File: src/rtl/wavetimer8.sv
module wavetimer8 #(
  parameter int W = 8
) (
  input  logic         clk,
  input  logic         rst_n,
  input  logic         tick,
  input  logic         cnt_wr,
  input  logic [W-1:0] cnt_wdata,
  input  logic         cmp_wr,
  input  logic [W-1:0] cmp_wdata,
  input  logic         ctl_wr,
  input  logic [1:0]   ctl_mode,
  input  logic [1:0]   ctl_com,
  input  logic         force_cmp,
  input  logic         ovf_clr,
  input  logic         cmp_clr,
  output logic [W-1:0] cnt_q,
  output logic [W-1:0] cmp_q,
  output logic [1:0]   mode_q,
  output logic [1:0]   com_q,
  output logic         wave_out,
  output logic         wave_oe,
  output logic         ovf_flag,
  output logic         cmp_flag
);
  localparam logic [W-1:0] TOPV = '1;
  localparam logic [W-1:0] BOTV = '0;
  localparam logic [W-1:0] ONE  = W'(1);
  localparam logic [1:0] M_NORM = 2'b00;
  localparam logic [1:0] M_DUAL = 2'b01;
  localparam logic [1:0] M_CTC  = 2'b10;
  localparam logic [1:0] M_FAST = 2'b11;

  logic [W-1:0] cnt, ocr_buf, ocr_act, cnt_nx;
  logic [1:0]   mode, com;
  logic         oc, oc_nx, ovf, cf, dir, blk;

  wire          pwm      = mode[0];
  wire [W-1:0]  cmp_eff  = pwm ? ocr_act : ocr_buf;
  wire          at_top   = (cnt == TOPV);
  wire          at_bot   = (cnt == BOTV);
  wire          adv      = tick & ~cnt_wr;
  wire          hit      = adv & ~blk & (cnt == cmp_eff);
  wire          slope_up = at_bot | (~at_top & dir);
  wire          ovf_set  = adv & ((mode == M_DUAL) ? at_bot : at_top);

  always_comb begin
    unique case (mode)
      M_CTC:   cnt_nx = hit ? BOTV : cnt + ONE;
      M_DUAL:  cnt_nx = slope_up ? cnt + ONE : cnt - ONE;
      default: cnt_nx = cnt + ONE;
    endcase
  end

  always_comb begin
    oc_nx = oc;
    if (!pwm) begin
      if (hit || force_cmp) begin
        unique case (com)
          2'b01:   oc_nx = ~oc;
          2'b10:   oc_nx = 1'b0;
          2'b11:   oc_nx = 1'b1;
          default: oc_nx = oc;
        endcase
      end
    end else if (com[1]) begin
      if (mode == M_FAST) begin
        if (adv && at_top) oc_nx = ~com[0];
        else if (hit)      oc_nx = com[0];
      end else if (hit) begin
        oc_nx = slope_up ? com[0] : ~com[0];
      end
    end
  end

  always_ff @(posedge clk) begin
    if (!rst_n) begin
      cnt     <= BOTV;
      ocr_buf <= BOTV;
      ocr_act <= BOTV;
      mode    <= M_NORM;
      com     <= 2'b00;
      oc      <= 1'b0;
      ovf     <= 1'b0;
      cf      <= 1'b0;
      dir     <= 1'b1;
      blk     <= 1'b0;
    end else begin
      if (cnt_wr)   cnt <= cnt_wdata;
      else if (adv) cnt <= cnt_nx;

      if (cnt_wr)    blk <= 1'b1;
      else if (tick) blk <= 1'b0;

      if (!pwm)                ocr_act <= ocr_buf;
      else if (adv && at_top)  ocr_act <= ocr_buf;
      if (cmp_wr) ocr_buf <= cmp_wdata;

      if (ctl_wr) begin
        mode <= ctl_mode;
        com  <= ctl_com;
        dir  <= 1'b1;
      end else if (adv && mode == M_DUAL) begin
        dir  <= slope_up;
      end

      oc  <= oc_nx;
      ovf <= ovf_set | (ovf & ~ovf_clr);
      cf  <= hit | (cf & ~cmp_clr);
    end
  end

  assign cnt_q    = cnt;
  assign cmp_q    = ocr_buf;
  assign mode_q   = mode;
  assign com_q    = com;
  assign wave_out = oc;
  assign wave_oe  = pwm ? com[1] : (com != 2'b00);
  assign ovf_flag = ovf;
  assign cmp_flag = cf;
endmodule

File: config.mk
export PLATFORM = sky130hd
export DESIGN_NAME = wavetimer8
export DESIGN_NICKNAME = d
export VERILOG_FILES = /design/src/rtl/wavetimer8.sv
export SDC_FILE = /design/constraint.sdc
export NUM_CORES = 1
export LEC_CHECK = 0
export CAP_MARGIN = 5
export CORE_MARGIN = 2
export CORE_UTILIZATION = 44
export CTS_CLUSTER_DIAMETER = 30
export CTS_CLUSTER_SIZE = 40
export DETAILED_ROUTE_END_ITERATION = 8
export GPL_TIMING_DRIVEN = 0
export PLACE_DENSITY = 0.76
export SYNTH_ARGS = -nofsm -noshare
export SYNTH_HDL_FRONTEND = slang
export SYNTH_SLANG_ARGS = --single-unit
File: constraint.sdc
create_clock -name clk -period 1.85 [get_ports clk]
set_clock_uncertainty 0.05 [all_clocks]
set_input_delay 0.4625 -clock clk [delete_from_list [all_inputs] [get_ports clk]]
set_output_delay 0.4625 -clock clk [all_outputs]
set_load 0.1 [all_outputs]
### Word-level counts from Yosys, hierarchy flattened

Cells that the tools add are included.

| word-level totals | value |
|---|---|
| output and inout bits | 24 |
| flip-flop bits (word level) | 33 |
| input bits | 29 |

| cells by class | value |
|---|---|
| equal/unequal tests | 12 |
| reductions and logical operators | 11 |
| multiplexer cells | 21 |
| bitwise operators | 18 |
| add/sub/neg operators | 2 |

Operators with widths:

| operator | count |
|---|---|
| $mux 8 | 7 |
| $pmux 8 s2 | 1 |
| $mux 1 | 12 |
| $add 8x1->8 const B | 1 |
| $eq 2x2->1 const B | 4 |
| $eq 8x8->1 | 1 |
| $eq 8x8->1 const B | 1 |
| $logic_not 8->1 | 1 |
| $not 1->1 | 8 |
| $reduce_bool 2->1 | 4 |
| $sub 8x1->8 const B | 1 |
| $and 1x1->1 | 7 |
| $ne 3x1->1 const B | 2 |
| $reduce_and 5->1 | 1 |
| $eq 2x1->1 const B | 2 |
| $ne 2x1->1 const B | 2 |
| $reduce_bool 4->1 | 1 |
| $or 1x1->1 | 3 |
| $pmux 1 s3 | 1 |
| $logic_and 1x1->1 | 2 |
| $reduce_or 2->1 | 1 |
| $logic_or 1x1->1 | 1 |

### Depth between registers and ports, before layout

Gate-level depths: netlist (run 1).

| depth | value |
|---|---|
| word-level depth | 9 |
| mapped depth | 9 |
| depth with buffers taken out | 8 |

### Least setup slack after synthesis (run 1)

No wires, ideal clock.

| timing path | value |
|---|---|
| kind | register to register |
| from | register cnt[0], in the netlist cnt_q[0] |
| to | register dir |
| period minus slack after synthesis | 2,782 ps |
| arrival time | 2,605 ps |
| library setup time | 127 ps |
| data required time | 1,673 ps |
| stages on the path, launching flop included | 8 |
| slack | -932 ps |
| cells stage by stage | dfxtp_1 > inv_1 > ha_1 > or3b_2 > nor2_4 > or2_4 > mux2_1 > or3_1 |

| on the way | value |
|---|---|
| longest elaborated chain between the ends | 4 |

Ends and longest elaborated chain:

| what | RTL line | RTL |
|---|---|---|
| start, declared | 34 | `logic [W-1:0] cnt, ocr_buf, ocr_act, cnt_nx;` |
| start signal, assigned | 89 | `if (cnt_wr) cnt <= cnt_wdata;` |
| start signal, assigned | 90 | `else if (adv) cnt <= cnt_nx;` |
| $eq 8x8->1 | 40 | `wire at_top = (cnt == TOPV);` |
| $not 1->1 | 44 | `wire slope_up = at_bot \| (~at_top & dir);` |
| $and 1x1->1 | 44 |  |
| $or 1x1->1 (*) | 44 |  |
| end signal, assigned | 104 | `dir <= slope_up;` |
| end, declared | 36 | `logic oc, oc_nx, ovf, cf, dir, blk;` |

Mark *: on every way between the ends. The rest lies on a longest branch, timed or not.
A chain may end at the register's enable or synchronous reset.

### Final worst setup path (run 1)

| timing path | value |
|---|---|
| from | register mode[0], in the netlist mode_q[0] |
| to | register cnt[2], in the netlist cnt_q[2] |

| on the way | value |
|---|---|
| longest elaborated chain between the ends | 7 |

Ends and longest elaborated chain:

| what | RTL line | RTL |
|---|---|---|
| start, declared | 35 | `logic [1:0] mode, com;` |
| start signal, assigned | 100 | `mode <= ctl_mode;` |
| $mux 8 | 39 | `wire [W-1:0] cmp_eff = pwm ? ocr_act : ocr_buf;` |
| $eq 8x8->1 | 43 | `wire hit = adv & ~blk & (cnt == cmp_eff);` |
| $and 1x1->1 | 43 |  |
| $mux 8 | 49 | `M_CTC: cnt_nx = hit ? BOTV : cnt + ONE;` |
| $pmux 8 s2 (*) | 48 | `unique case (mode)` |
| $mux 8 (*) | 90 |  |
| $mux 8 (*) | 89 |  |

Mark *: on every way between the ends. The rest lies on a longest branch, timed or not. The select of a mux whose other input is x is not followed.

==> results.yml, run 1 <==
final_layout:
  stdcell_area_mm2: 0.00330
  nFillCells: 348
  drive_gt1_share_pct: 42.9
  final_util_pct: 70.8
  n_antenna_cell: 0
  syn_to_final_growth_pct: 56.4
  nets: 346
global_routing:
  grt_pass1_vias: 1906
  grt_util_all_layers_pct: 22.8
  grt_pass1_wl_um: 9210
  grt_overflow: 0
  grt_max_degree: 11
  antenna_found_initial: 0
floorplanning:
  start_util_pct: 45.2
  die-area_mm2: 0.00536
  io_pins: 53
  rows: 25
  die_w_um: 73.2
  core_area_mm2: 0.00466
  die_h_um: 73.2
routing:
  viasPerCell: 5.49
  drt_wl_total_um: 5910
  dr_wl_met2_um: 2940
  wire_per_inst_um: 16.2
  drt_iter0_drc: 128
  wl_met3_um: 330
  postRouteAntennaNets: 0
  top_layer: "met4"
  vias: 2009
  wirelength_met1_um: 2570
  drtPass1Iterations: 4
  drc: 0
power_and_ir_drop:
  vdd_ir_drop_max_mv: 0.484
  p_leak_nw: 1.34
  pwr_density_cell_mw_per_mm2: 657
  total_power_mw: 2.17
clocking:
  cts_made_buffers: 5
  cts_max_level: 2
  cts_max_path_buffers: 2
  cts.sinks: 33
  path_clk_slew_ns: 0.07
  root_buffer: "clkbuf_8"
  clkLatencyLatePin_ns: 0.29
  cts_tree: "yes"
  cts_hold_buf: 0
synth:
  synth_nets: 272
  synthTopCellsByArea: "dfxtp_1, mux2i_1, nor2_1"
  ys_warn_count: 0
  synth_cell_type_count: 54
  syn_inst: 237
  ys_ff_latch: 33
  synth_edf_count: 0
  synth_common_cells: "nor2_1, dfxtp_1, mux2i_1, a21oi_1, xor2_1"
  synth-seq-area-share_pct: 31.3
  synth_top_area_cell: "dfxtp_1"
  syn-cell-area_mm2: 0.00211
  synth_most_common_cell: "nor2_1"
  ys.flop_type: "dfxtp_1"
  synth_top_cell_area_share_pct: 31.3
  synthArstFlopShare_pct: 0
  syn_avg_cell_area_um2: 8.90
worst_setup_path:
  slowest_delay_ns: 0.39
  critPathMaxFanout: 5
  cp-start-kind: "register"
  critPathKind: "register to register"
  cp_slowest_cell: "dfxtp_4"
  endpoint_kind: "register"
  arrival_ns: 2.13
  crit_required_ns: 2.01
  crit_chain: "buf_4, ha_1, o21ai_4, nor3_4, nand2_1, o211a_1, a211oi_2"
worst_hold_path:
  hp-class: "register to register"
sta:
  period_share_pct: 106
  hold_viol_final: 0
  timing.hold.ws_ns: 0.450
  fin_crit_ns: 1.97
  fmax_mhz: 508
  slew_viol_final: 0
  slew_headroom_pct: 63.5
  tightestPinTransition_ns: 0.547
  setup_ws_ns: -0.118
  setup_viol_count_final: 8
  rsz0062_at_grt: "yes"
placed_design:
  gp_congestion: 0.893
  dp_hpwl_um: 3920
  postPlaceCellArea_mm2: 0.00278
  io_buffers: 50
status:
  status: "complete, but fails checks"
  violations: "negative setup slack"
run:
  maxCapViolations: 0
-- power by group --
| group | internal, mW | leakage (nW) | switching, mW |
|---|---|---|---|
| Combinational | 0.328 | 1.01 | 0.502 |
| Clock | 0.261 | 0.0450 | 0.276 |
| Sequential | 0.749 | 0.281 | 0.0528 |
| Total | 1.34 | 1.34 | 0.831 |
-- final cells by class --
| type | count | area (um^2) | share of cell area [%] |
|---|---|---|---|
| Clock buffer | 6 | 72.6 | 2.20 |
| Sequential cell | 33 | 706 | 21.4 |
| Multi-Input combinational cell | 179 | 1600 | 48.4 |
| Inverter | 8 | 40.0 | 1.21 |
| Buffer | 14 | 103 | 3.11 |
| Tap cell | 54 | 67.6 | 2.05 |
| Clock inverter | 2 | 10.0 | 0.303 |
| Timing Repair Buffer | 70 | 704 | 21.4 |
-- layout by cell type (no fill, tap or decap), types with 3 or more instances in the layout --
cell             instances
nor2_1                  34
clkdlybuf4s50_1         24
mux2i_1                 20
clkdlybuf4s15_2         20
buf_4                   16
dfxtp_1                 13
dfxtp_2                 12
a21oi_1                 11
xor2_1                  10
dfxtp_4                  8
nand2_1                  7
inv_1                    6
buf_2                    6
xnor2_1                  6
clkbuf_1                 5
nand3_1                  5
clkbuf_8                 5
mux2i_4                  4
mux2i_2                  4
nor3b_1                  4
nor3_1                   4
o21ai_1                  4
buf_12                   3
clkbuf_2                 3
xnor2_2                  3
o31ai_2                  3
ha_4                     3
ha_1                     3
buf_6                    3
-- state kept, by name, indices dropped and copies added (netlist names) --
register	flops
mode_q	2
com_q	2
ocr_act	8
dir	1
blk	1
ovf_flag	1
cnt_q	8
cmp_flag	1
wave_out	1
cmp_q	8
-- per-stage QoR --
step                cells  TNS, ns  worst slack [ns]
floorplan             237    -1.73            -0.298
global placement      341   -17.08            -0.711
detailed placement    341   -17.21            -0.707
CTS                   363   -0.432           -0.0741
global route          366    -1.08            -0.169
finish                366   -0.501            -0.118
-- worst max-delay path, delay by kind of cell, from the launching register on --
kind,cells,cell delay (ns)
buffers and inverters,1,0.13
and+or+nand+nor,2,0.45
DFF,1,0.39
adders and majority gates,1,0.34
AOI/OAI and AO/OA,3,0.54
-- path summary, 6_finish.rpt --
| path | startpoint | endpoint | slack, ns | depth (start not counted) |
|---|---|---|---|---|
| worst max-delay path | mode_q[0] | cnt_q[2] | -0.12 | 7 |
| worst min-delay path | wave_out | wave_out | 0.45 | 2 |
| worst max register to register | mode_q[0] | cnt_q[2] | -0.12 | 7 |
| worst min register to register | wave_out | wave_out | 0.45 | 2 |
-- logic make-up after synthesis --
family                     synth area share (%)
and+or+nand+nor                            21.1
AOI/OAI and AO/OA                          15.7
DFF                                        31.3
muxes                                      14.4
buffers and inverters                      5.93
xor gates and xnor gates                   7.89
adders and majority gates                  3.56
-- metal layers --
layer	vias to the layer above	GRT usage [%]
li1	978	-
met1	948	29.2
met3	9	4.14
met4	0	7.00
met2	74	38.6
met5	-	0
-- what timing repair did --
action / CTS / global route
setup endpoints to repair: 50 / 12
pin swaps: 19 / 16
gates resized for setup: 119 / 23
hold endpoints to repair: 0 / 0
setup buffers: 17 / 4
gates cloned: 0 / 0
No activity file was read; power rests on OpenSTA's default activity.
==> run 2: changes to the inputs <==
==> config.mk (replaced) <==
export PLATFORM = sky130hd
export DESIGN_NAME = wavetimer8
export DESIGN_NICKNAME = d
export VERILOG_FILES = /design/src/rtl/wavetimer8.sv
export SDC_FILE = /design/constraint.sdc
export NUM_CORES = 1
export LEC_CHECK = 0
export CAP_MARGIN = 25
export CORE_MARGIN = 2
export CORE_UTILIZATION = 49
export CTS_CLUSTER_DIAMETER = 30
export CTS_CLUSTER_SIZE = 40
export DETAILED_ROUTE_END_ITERATION = 8
export GPL_TIMING_DRIVEN = 0
export PLACE_DENSITY = 0.8
export SKIP_CTS_REPAIR_TIMING = 1
export SYNTH_ARGS = -nofsm -noshare
export SYNTH_HDL_FRONTEND = slang
export SYNTH_SLANG_ARGS = --single-unit
==> constraint.sdc (replaced) <==
create_clock -name clk -period 2.1 [get_ports clk]
set_clock_uncertainty 0.05 [all_clocks]
set_input_delay 0.525 -clock clk [delete_from_list [all_inputs] [get_ports clk]]
set_output_delay 0.525 -clock clk [all_outputs]
set_load 0.1 [all_outputs]
==> run 2 against run 1 <==
  * Count of clock-buffer cells in the layout unchanged
  * Critical path depth unchanged
  * Hold slack got worse by 0.0074 ns
  * Cell area decreased by 11%
  * Highest routed layer unchanged
  * The run now ends clean
  * Critical endpoint is now cnt_q[1]
  * Combinational power decreased by 24%
==> results.yml, run 2 (synthesis gave the netlist of run 1 again) <==
status:
  status: "complete, no violations"
power_and_ir_drop:
  combinationalPowerShare_pct: 34.5
  intPower_mw: 1.15
  power_frac_seq_pct: 37.9
  power_frac_clock_pct: 27.6
  pwr_density_cell_mw_per_mm2: 618
  p_leak_nw: 1.54
  vdd_ir_drop_max_mv: 0.419
  swShare_pct: 37.1
  power.switching_mw: 0.676
floorplanning:
  core_area_mm2: 0.00406
  die-area_mm2: 0.00484
  die_w_um: 69.6
  start_util_pct: 52.0
  die_h_um: 69.6
  rows: 23
  io_pins: 53
worst_setup_path:
  arrival_ns: 2.24
  critPathMaxFanout: 10
  crit_required_ns: 2.26
  critPathKind: "input pin to register"
  cp-start-kind: "input pin"
  endpoint_kind: "register"
placed_design:
  post-place-ws_ns: -0.606
  gp_congestion: 0.941
  dp_hpwl_um: 3990
  io_buffers: 50
  post-place-cells: 337
sta:
  setup_ws_ns: 0.0193
  slew_viol_final: 0
  rsz0062_at_grt: "yes"
  tightestPinTransition_ns: 0.970
  slew_headroom_pct: 35.2
  hold_viol_final: 0
  setup_viol_count_final: 0
  fin_crit_ns: 2.08
  fmax_mhz: 481
  period_share_pct: 99.1
final_layout:
  n_antenna_cell: 0
  final_common_cell: "nor2_1"
  final_cell_mix: "nor2_1, mux2i_1, clkdlybuf4s50_1"
  drive_gt1_share_pct: 23.8
  syn_to_final_growth_pct: 39.8
  stdcell_count: 348
  nets: 333
global_routing:
  grt_pass1_vias: 1919
  grt_overflow: 0
  grt_util_all_layers_pct: 22.9
  antenna_found_initial: 0
  grt_pass1_wl_um: 8940
  grt_max_degree: 11
clocking:
  root_buffer: "clkbuf_8"
  cts.sinks: 33
  cts_max_level: 2
  cts_made_buffers: 5
  cts_max_path_buffers: 2
  clkLatencyLatePin_ns: 0.29
  path_clk_slew_ns: 0.08
  cts_tree: "yes"
routing:
  vias: 1920
  drt_iter0_drc: 94
  drc: 0
  wire_per_inst_um: 15.5
  drt_wl_total_um: 5410
  drtPass1Iterations: 4
  viasPerCell: 5.52
  postRouteAntennaNets: 0
worst_hold_path:
  hp-class: "register to register"
run:
  maxCapViolations: 0
run 2: worst max-delay path, cell delays in order:
cell and delay [ns]:
clkdlybuf4s50_1 0.48, buf_2 0.23, inv_1 0.14, nor3_2 0.35
o21ai_1 0.15, o32a_1 0.31, o21ai_1 0.06
run 2: worst paths after layout:
check / start / endpoint / slack (ns) / depth (start not counted)
setup / recovery: tick / cnt_q[1] / 0.02 / 7
hold / removal: wave_out / wave_out / 0.44 / 2
setup reg to reg: mode_q[0] / cnt_q[2] / 0.03 / 8
hold reg to reg: wave_out / wave_out / 0.44 / 2
run 2: metal layers:
metal | global-route usage, % | wire length (um) | vias up
li1 | - | - | 959
met4 | 7.41 | 96 | 0
met5 | 0 | 0 | -
met3 | 4.36 | 271 | 9
met1 | 29.5 | 2490 | 890
met2 | 38.5 | 2550 | 62
run 2: metrics by stage:
step	TNS [ns]	instance area (um^2)	hold slack, ns	util (%)	power [mW]
finish	0	2950	0.442	72.6	1.82
CTS	-9.91	2820	0.446	69.5	1.82
floorplan	-0.0666	2170	0.410	-	1.16
global placement	-11.55	2730	0.422	67.3	1.32
detailed placement	-11.34	2730	0.432	67.3	1.32
global route	-0.155	2950	0.471	72.6	1.90
run 2: layout make-up:
type | instances | area (um^2)
plain buffers | 17 | 109
clock buffers | 6 | 82.6
clock inverters | 1 | 6.26
fillers | 334 | 1110
inverters | 8 | 32.5
multi-input cells | 179 | 1370
flip-flops and latches | 33 | 702
well taps | 50 | 62.6
repair buffers | 54 | 581
run 2: power groups by stage:
stage / logic (mW) / registers (mW) / clock network (mW)
after floorplan: 0.280 / 0.883 / 0
after global placement: 0.615 / 0.703 / 0
after global routing: 0.664 / 0.696 / 0.537
after CTS: 0.620 / 0.691 / 0.506
after detailed placement: 0.618 / 0.705 / 0
final: 0.629 / 0.691 / 0.502
